`src/rtl/cascade_irq_ctrl.sv`:
```
module cascade_irq_ctrl (
  input  logic        clk,
  input  logic        rst_n,
  input  logic [15:0] req_i,
  input  logic        mask_we,
  input  logic [15:0] mask_wdata,
  input  logic        ack_i,
  input  logic        eoi_i,
  output logic        irq_o,
  output logic [3:0]  vec_o
);

  logic [15:0] req_q, mask_q, isr_q;
  logic [14:0] cand;
  logic [3:0]  top_rank, win_rank;
  logic        any_cand;

  function automatic logic [3:0] line_at(input int r);
    if (r < 2)       return 4'(r);
    else if (r < 10) return 4'(r + 6);
    else             return 4'(r - 7);
  endfunction

  always_comb begin
    top_rank = 4'd15;
    for (int r = 14; r >= 0; r--)
      if (isr_q[line_at(r)]) top_rank = 4'(r);
  end

  always_comb begin
    for (int r = 0; r < 15; r++) begin
      cand[r] = req_q[line_at(r)] && !mask_q[line_at(r)] && !isr_q[line_at(r)]
                && !(line_at(r) >= 4'd8 && mask_q[2]) && (4'(r) < top_rank);
    end
  end

  always_comb begin
    win_rank = 4'd0;
    for (int r = 14; r >= 0; r--)
      if (cand[r]) win_rank = 4'(r);
  end

  assign any_cand = |cand;
  assign irq_o    = any_cand;

  always_ff @(posedge clk or negedge rst_n) begin
    if (!rst_n) begin
      req_q  <= '0;
      mask_q <= '1;
      isr_q  <= '0;
      vec_o  <= '0;
    end else begin
      req_q <= req_i;
      if (mask_we) mask_q <= mask_wdata;
      if (ack_i && any_cand) vec_o <= line_at(int'(win_rank));
      isr_q <= (isr_q & ~((eoi_i && top_rank != 4'd15) ? (16'd1 << line_at(int'(top_rank))) : 16'd0))
             | ((ack_i && any_cand) ? (16'd1 << line_at(int'(win_rank))) : 16'd0);
    end
  end

endmodule


```
`config.mk`:
```
export PLATFORM = sky130hd
export DESIGN_NAME = cascade_irq_ctrl
export DESIGN_NICKNAME = d
export VERILOG_FILES = /design/src/rtl/cascade_irq_ctrl.sv
export SDC_FILE = /design/constraint.sdc
export NUM_CORES = 1
export LEC_CHECK = 0
export BUFFER_PORTS_ARGS = -buffer_cell sky130_fd_sc_hd__buf_2
export CORE_MARGIN = 5
export CORE_UTILIZATION = 40
export DETAILED_ROUTE_END_ITERATION = 16
export PLACE_DENSITY = 0.66
export SLEW_MARGIN = 20
export SYNTH_ARGS = -nofsm -noshare
export SYNTH_HDL_FRONTEND = slang
export SYNTH_SLANG_ARGS = --single-unit
```
`constraint.sdc`:
```
create_clock -name clk -period 7.6 [get_ports clk]
set_clock_uncertainty 0.05 [all_clocks]
set_input_delay 1.52 -clock clk [delete_from_list [all_inputs] [get_ports clk]]
set_output_delay 1.52 -clock clk [all_outputs]
set_load 0.05 [all_outputs]
```
# Word-level counts from Yosys, hierarchy flattened
# Cells that the tools add are included.
dict set report word_totals {
  register_bits 52
  in_bits 37
  out_inout_bits 5
  elab_cells 156
}
dict set report op_classes {
  add_sub_neg 4
  order_cmp 19
  n_eq_ne 1
  n_shift 2
  muxes 36
  bitwise_logic 3
  n_reduce_logical 87
}
# cell count
set op_table {}
lappend op_table {{$mux 4} 27}
lappend op_table {{$logic_and 1x1->1} 55}
lappend op_table {{$mux 16} 2}
lappend op_table {{$shl 1x4->16 const A} 2}
lappend op_table {{$logic_not 1->1} 31}
lappend op_table {{$lt 4x4->1 const A} 7}
lappend op_table {{$and 16x16->16} 1}
lappend op_table {{$lt 3x4->1 const A} 4}
lappend op_table {{$not 16->16} 1}
lappend op_table {{$or 16x16->16} 1}
lappend op_table {{$reduce_or 15->1} 1}
lappend op_table {{$mux 3} 4}
lappend op_table {{$add 4x3->4 const B} 2}
lappend op_table {{$lt 1x4->1 const A} 2}
lappend op_table {{$lt 2x4->1 const A} 2}
lappend op_table {{$lt 4x2->1 const B} 2}
lappend op_table {{$lt 4x4->1 const B} 2}
lappend op_table {{$sub 4x3->4 const B} 2}
lappend op_table {{$mux 2} 2}
lappend op_table {{$ne 4x4->1 const B} 1}
lappend op_table {{$mux 1} 1}

# Logic depth before layout (Yosys ltp)
dict set report depth {
  ltp_word 38
  depth_mapped 22
  ltp_nobuf 21
}

# Least setup slack after synthesis
# No wires, ideal clock.
dict set report synth_timing {
  kind {flip-flop to output port}
  from {register isr_q[4]}
  to {output port irq_o}
  t_arrival_ps 2967
  slack_ps 3063
  stages_incl_launch_ff 13
  n_path_buf 0
  cell_sequence {dfrtp_1 -> nor3_1 -> o21ai_1 -> a311oi_4 -> nor2_1 -> o21bai_1 -> inv_1 -> ha_1 -> o21ai_0 -> a21oi_1 -> nor2b_1 -> and3_1 -> nand4_1}
}
dict set report synth_between {
  elab_chain_cells 15
  word_cells_on_any_way 45
  classes_between {15 x order compare; 12 x mux; 18 x reduce/logical}
}
# item line_no
set synth_lines {}
lappend synth_lines {{from (decl)} 13} ;# logic [15:0] req_q, mask_q, isr_q;
lappend synth_lines {{from (signal assigned)} 56} ;# isr_q <= (isr_q & ~((eoi_i && top_rank != 4'd15) ? (16'd1 << line_at(int'(top_rank))) : 16'd0))
lappend synth_lines {{$mux 3 (4 in a row)} 27} ;# if (isr_q[line_at(r)]) top_rank = 4'(r);
lappend synth_lines {{$mux 4 (8 in a row)} 27}
lappend synth_lines {{$lt 1x4->1 (tied with other cells)} 33} ;# && !(line_at(r) >= 4'd8 && mask_q[2]) && (4'(r) < top_rank);
lappend synth_lines {{$logic_and 1x1->1} 33}
lappend synth_lines {{$reduce_or 15->1 *} 43} ;# assign any_cand = |cand;
lappend synth_lines {{to (decl)} 9} ;# output logic irq_o,
# Mark *: on every way between the ends. The rest lies on a longest branch, timed or not.

# Worst setup path after layout
dict set report layout_timing {
  from {register isr_q[3]}
  to {output port irq_o}
}
dict set report layout_between {
  elab_chain_cells 14
  word_cells_on_any_way 44
  classes_between {15 x order compare; 11 x mux; 18 x reduce/logical}
}
# item line_no
set layout_lines {}
lappend layout_lines {{$mux 3 (3 in a row)} 27}
lappend layout_lines {{$mux 4 (8 in a row)} 27}
lappend layout_lines {{$lt 1x4->1 (tied with other cells)} 33}
lappend layout_lines {{$logic_and 1x1->1} 33}
lappend layout_lines {{$reduce_or 15->1 *} 43}
# Marked as above.

==> qor.txt <==
drt first pass iters -> 5
reg-to-reg endpoint -> isr_q[9]$_DFF_PN0_
Avg WL per Cell -> 18.09 um
worst setup margin -> 2198 ps
cell family with most CP delay -> compound AO/OA/AOI/OAI gates
hold path depth -> 1
vias in the first global route -> 2568
Synth Flop Type -> dfrtp_1
r2r setup slk -> 2290 ps
CP endpoint kind -> primary output
slowest stage delay, CP -> 570 ps
Row Count -> 32
Routed Antenna Nets -> 0
Multi-input gate area -> 1744 um^2
final setup fails -> 0
setup tns final -> 0 ps
P per Cell Area -> 453.8 nW/um^2
met1 usage -> 0.2496
Cells after Synth -> 299
fin. max-slew vios -> 0
clock share of power -> 0.104
Clock Sinks -> 50
Synth Area in Adders -> 0.03228
Flop pwr share -> 0.253
synthesis warning total -> 0
Ant. Diodes -> 0
Sw Share -> 0.5222
htree depth -> 2
die height -> 98.04 um
Hold Path Class -> reg2reg
Crit. path cell count -> 13
post-synthesis xor/xnor area fraction -> 0.008475
routed vias -> 2605
largest net degree at the start of global routing -> 51
RR Startpoint -> isr_q[8]$_DFF_PN0_
global-route usage over all layers -> 0.1736
Total Die Area -> 9612 um^2
Via density -> 5.907
worst-margin pin slew -> 844.2 ps
Seq. cell area -> 1271 um^2
first-pass GRT wire length -> 13530 um
Longest Clk Path Bufs -> 2
Clk Latency, worst-skew pair -> 310 ps
met2 Use GR -> 0.2670
DP Worst Slack -> 2452 ps
Hold Vio Cnt, Final -> 0
gr ovfl total -> 0
GPL Wtd Cong -> 0.9605
Synth area leader -> dfrtp_1
antenna violations before repair -> 0
clk root buf -> clkbuf_8
Starting Density -> 0.4054
Iter 0 DRT Violations -> 313
Netlist cell types -> 71
FF+latch count, synth -> 50
Leakage -> 1.477 nW
setup bufs post-CTS -> 0
Crit-path slowest cell -> a311oi_4
Reg clk slew, reported paths -> 90 ps
NetSw -> 0.8243 mW
sequential area share after synthesis -> 0.4100
synth-to-layout area growth -> 12.19%
DRT Wirelength -> 7977 um
DR DRC count -> 0
clock period minus final worst setup slack -> 5402 ps
post-synthesis simple-gate area fraction -> 0.2054
PostCTS Resize Cnt -> 0
Critical Path RT -> 6030 ps
EDFF count, synth -> 0
routing usage on met3 -> 0.03857
P_int -> 0.7542 mW
outcome -> finished clean
RSZ-0062 raised after global routing -> false
Logic pwr share -> 0.643
Max Clk Rate -> 185.1 MHz
DP HPWL -> 6156 um
synth top area cells -> dfrtp_1, dfstp_2, mux2_2, ha_1, o21ai_0
crit-path cells -> nor2b_1 > o21bai_1 > a311oi_4 > nor2_1 > o21bai_1 > inv_1 > ha_1 > o21ai_0 > a21oi_1 > nor2b_1 > and3_1 > nand4_1 > buf_2
Core Region -> 7647 um^2
Worst R2R Path Depth -> 20
WS Path Type -> reg2out
Rel. slew slack -> 0.4293
max_cap viols -> 0
crit path max fanout -> 7
Buf/Inv on CP -> 2
Startpoint Class -> register
hold path startpoint -> vec_o[0]$_DFFE_PN0P_
IO Pins -> 42
Final period util -> 0.7107
TritonCTS Buffers -> 5
Synth Area per Inst -> 10.37 um^2
CP arrival -> 3830 ps
CTS tree -> built
port buffer count -> 40
multiplexer share of the synthesized area -> 0.05811
Die Span X -> 98.04 um
Mapped Area -> 3100 um^2
post-synth top area share -> 0.2744
hold_buf cts -> 0
compound-gate portion of the synthesized area -> 0.2583
Synthesized Nets -> 344
hold endpoint -> vec_o[0]$_DFFE_PN0P_
fraction of layout cells with a size suffix above 1 -> 0.3127
Final nets -> 383
asr flop ratio synth -> 1.000
fillcell total -> 740
worst vdd ir -> 159.4 uV
worst setup path startpoint -> isr_q[3]$_DFF_PN0_
peak-usage layer in the global routing report -> met2
largest family of logic cells by synthesized area -> compound AO/OA/AOI/OAI gates
-- through the flow --
stage | cells | hold WS (ps) | area, um^2 | util | total power [mW]
after floorplan | 299 | 442.8 | 3100 | - | 1.176
after global placement | 433 | 409.3 | 3381 | 0.4421 | 1.394
after detailed placement | 433 | 410.7 | 3381 | 0.4421 | 1.395
after CTS | 441 | 433.1 | 3476 | 0.4545 | 1.569
after global routing | 441 | 467.1 | 3478 | 0.4548 | 1.714
final | 441 | 428.3 | 3478 | 0.4548 | 1.579
-- cells in the final DEF (no fill, tap or decap), types with 4 or more instances in the layout --
cell type,synthesis,routed
mux2_2,16,16
ha_1,8,8
o21ai_0,19,19
and3_1,4,4
nand2_1,24,24
dfrtp_1,34,34
dfstp_2,16,16
inv_1,9,9
a32o_1,5,5
o31a_1,4,4
o21ai_1,12,12
clkbuf_8,0,5
nor3_1,6,6
nand3_1,5,5
nor3b_1,4,4
o21a_1,5,5
nor4b_1,5,5
nor2_1,16,16
a21o_1,4,4
a21oi_1,11,11
nor2b_1,7,7
nand2b_1,5,5
buf_2,2,39
-- layout make-up --
type	instances	share of cell area
repair buffers	40	0.05827
clock inverters	3	0.007554
multi-input cells	231	0.5014
well taps	102	0.03669
clock buffers	5	0.01978
inverters	10	0.01079
flip-flops and latches	50	0.3655
-- power groups by stage --
stage / Combinational, mW / Clock [mW] / Sequential [mW]
CTS: 1.00 / 0.170 / 0.399
global route: 1.13 / 0.181 / 0.407
finish: 1.01 / 0.165 / 0.399
detailed placement: 0.991 / 0 / 0.404
global placement: 0.991 / 0 / 0.403
floorplan: 0.793 / 0 / 0.384
-- logic make-up after synthesis --
group / after synthesis
AOI/OAI and AO/OA: 99
muxes: 16
and+or+nand+nor: 105
buffers and inverters: 18
adders and majority gates: 8
xor gates and xnor gates: 3
DFF: 50
-- routing by layer --
metal | vias up | wire length, um
li1 | 1214 | -
met1 | 1257 | 3581
met2 | 120 | 3630
met3 | 14 | 637
met4 | 0 | 127
met5 | - | 0
-- sequential cells by signal, indices dropped and copies added, names as in the netlist --
signal  cells
mask_q     16
isr_q      15
req_q      15
vec_o       4
-- how the worst max path moves through the flow --
stage / to
finish: irq_o
global route: irq_o
CTS: irq_o
detailed placement: isr_q[8]$_DFF_PN0_
global placement: isr_q[9]$_DFF_PN0_
floorplan: irq_o
-- worst reg2reg max path: cells and delay by family (launching register included) --
kind / cells / cell delay (ps)
AO/OA/AOI/OAI: 9 / 2010
adder cells (fa/ha/maj): 2 / 480
buffers and inverters: 2 / 230
flip-flops: 1 / 640
AND/OR/NAND/NOR: 7 / 1800
-- synthesized netlist by cell type, types with 6 or more instances --
| cell | instances |
|---|---|
| ha_1 | 8 |
| nor3_1 | 6 |
| dfrtp_1 | 34 |
| a21oi_1 | 11 |
| nand2_1 | 24 |
| dfstp_2 | 16 |
| o21ai_1 | 12 |
| nor2b_1 | 7 |
| o21ai_0 | 19 |
| mux2_2 | 16 |
| nor2_1 | 16 |
| inv_1 | 9 |
Power figures use the tool's default switching activity.
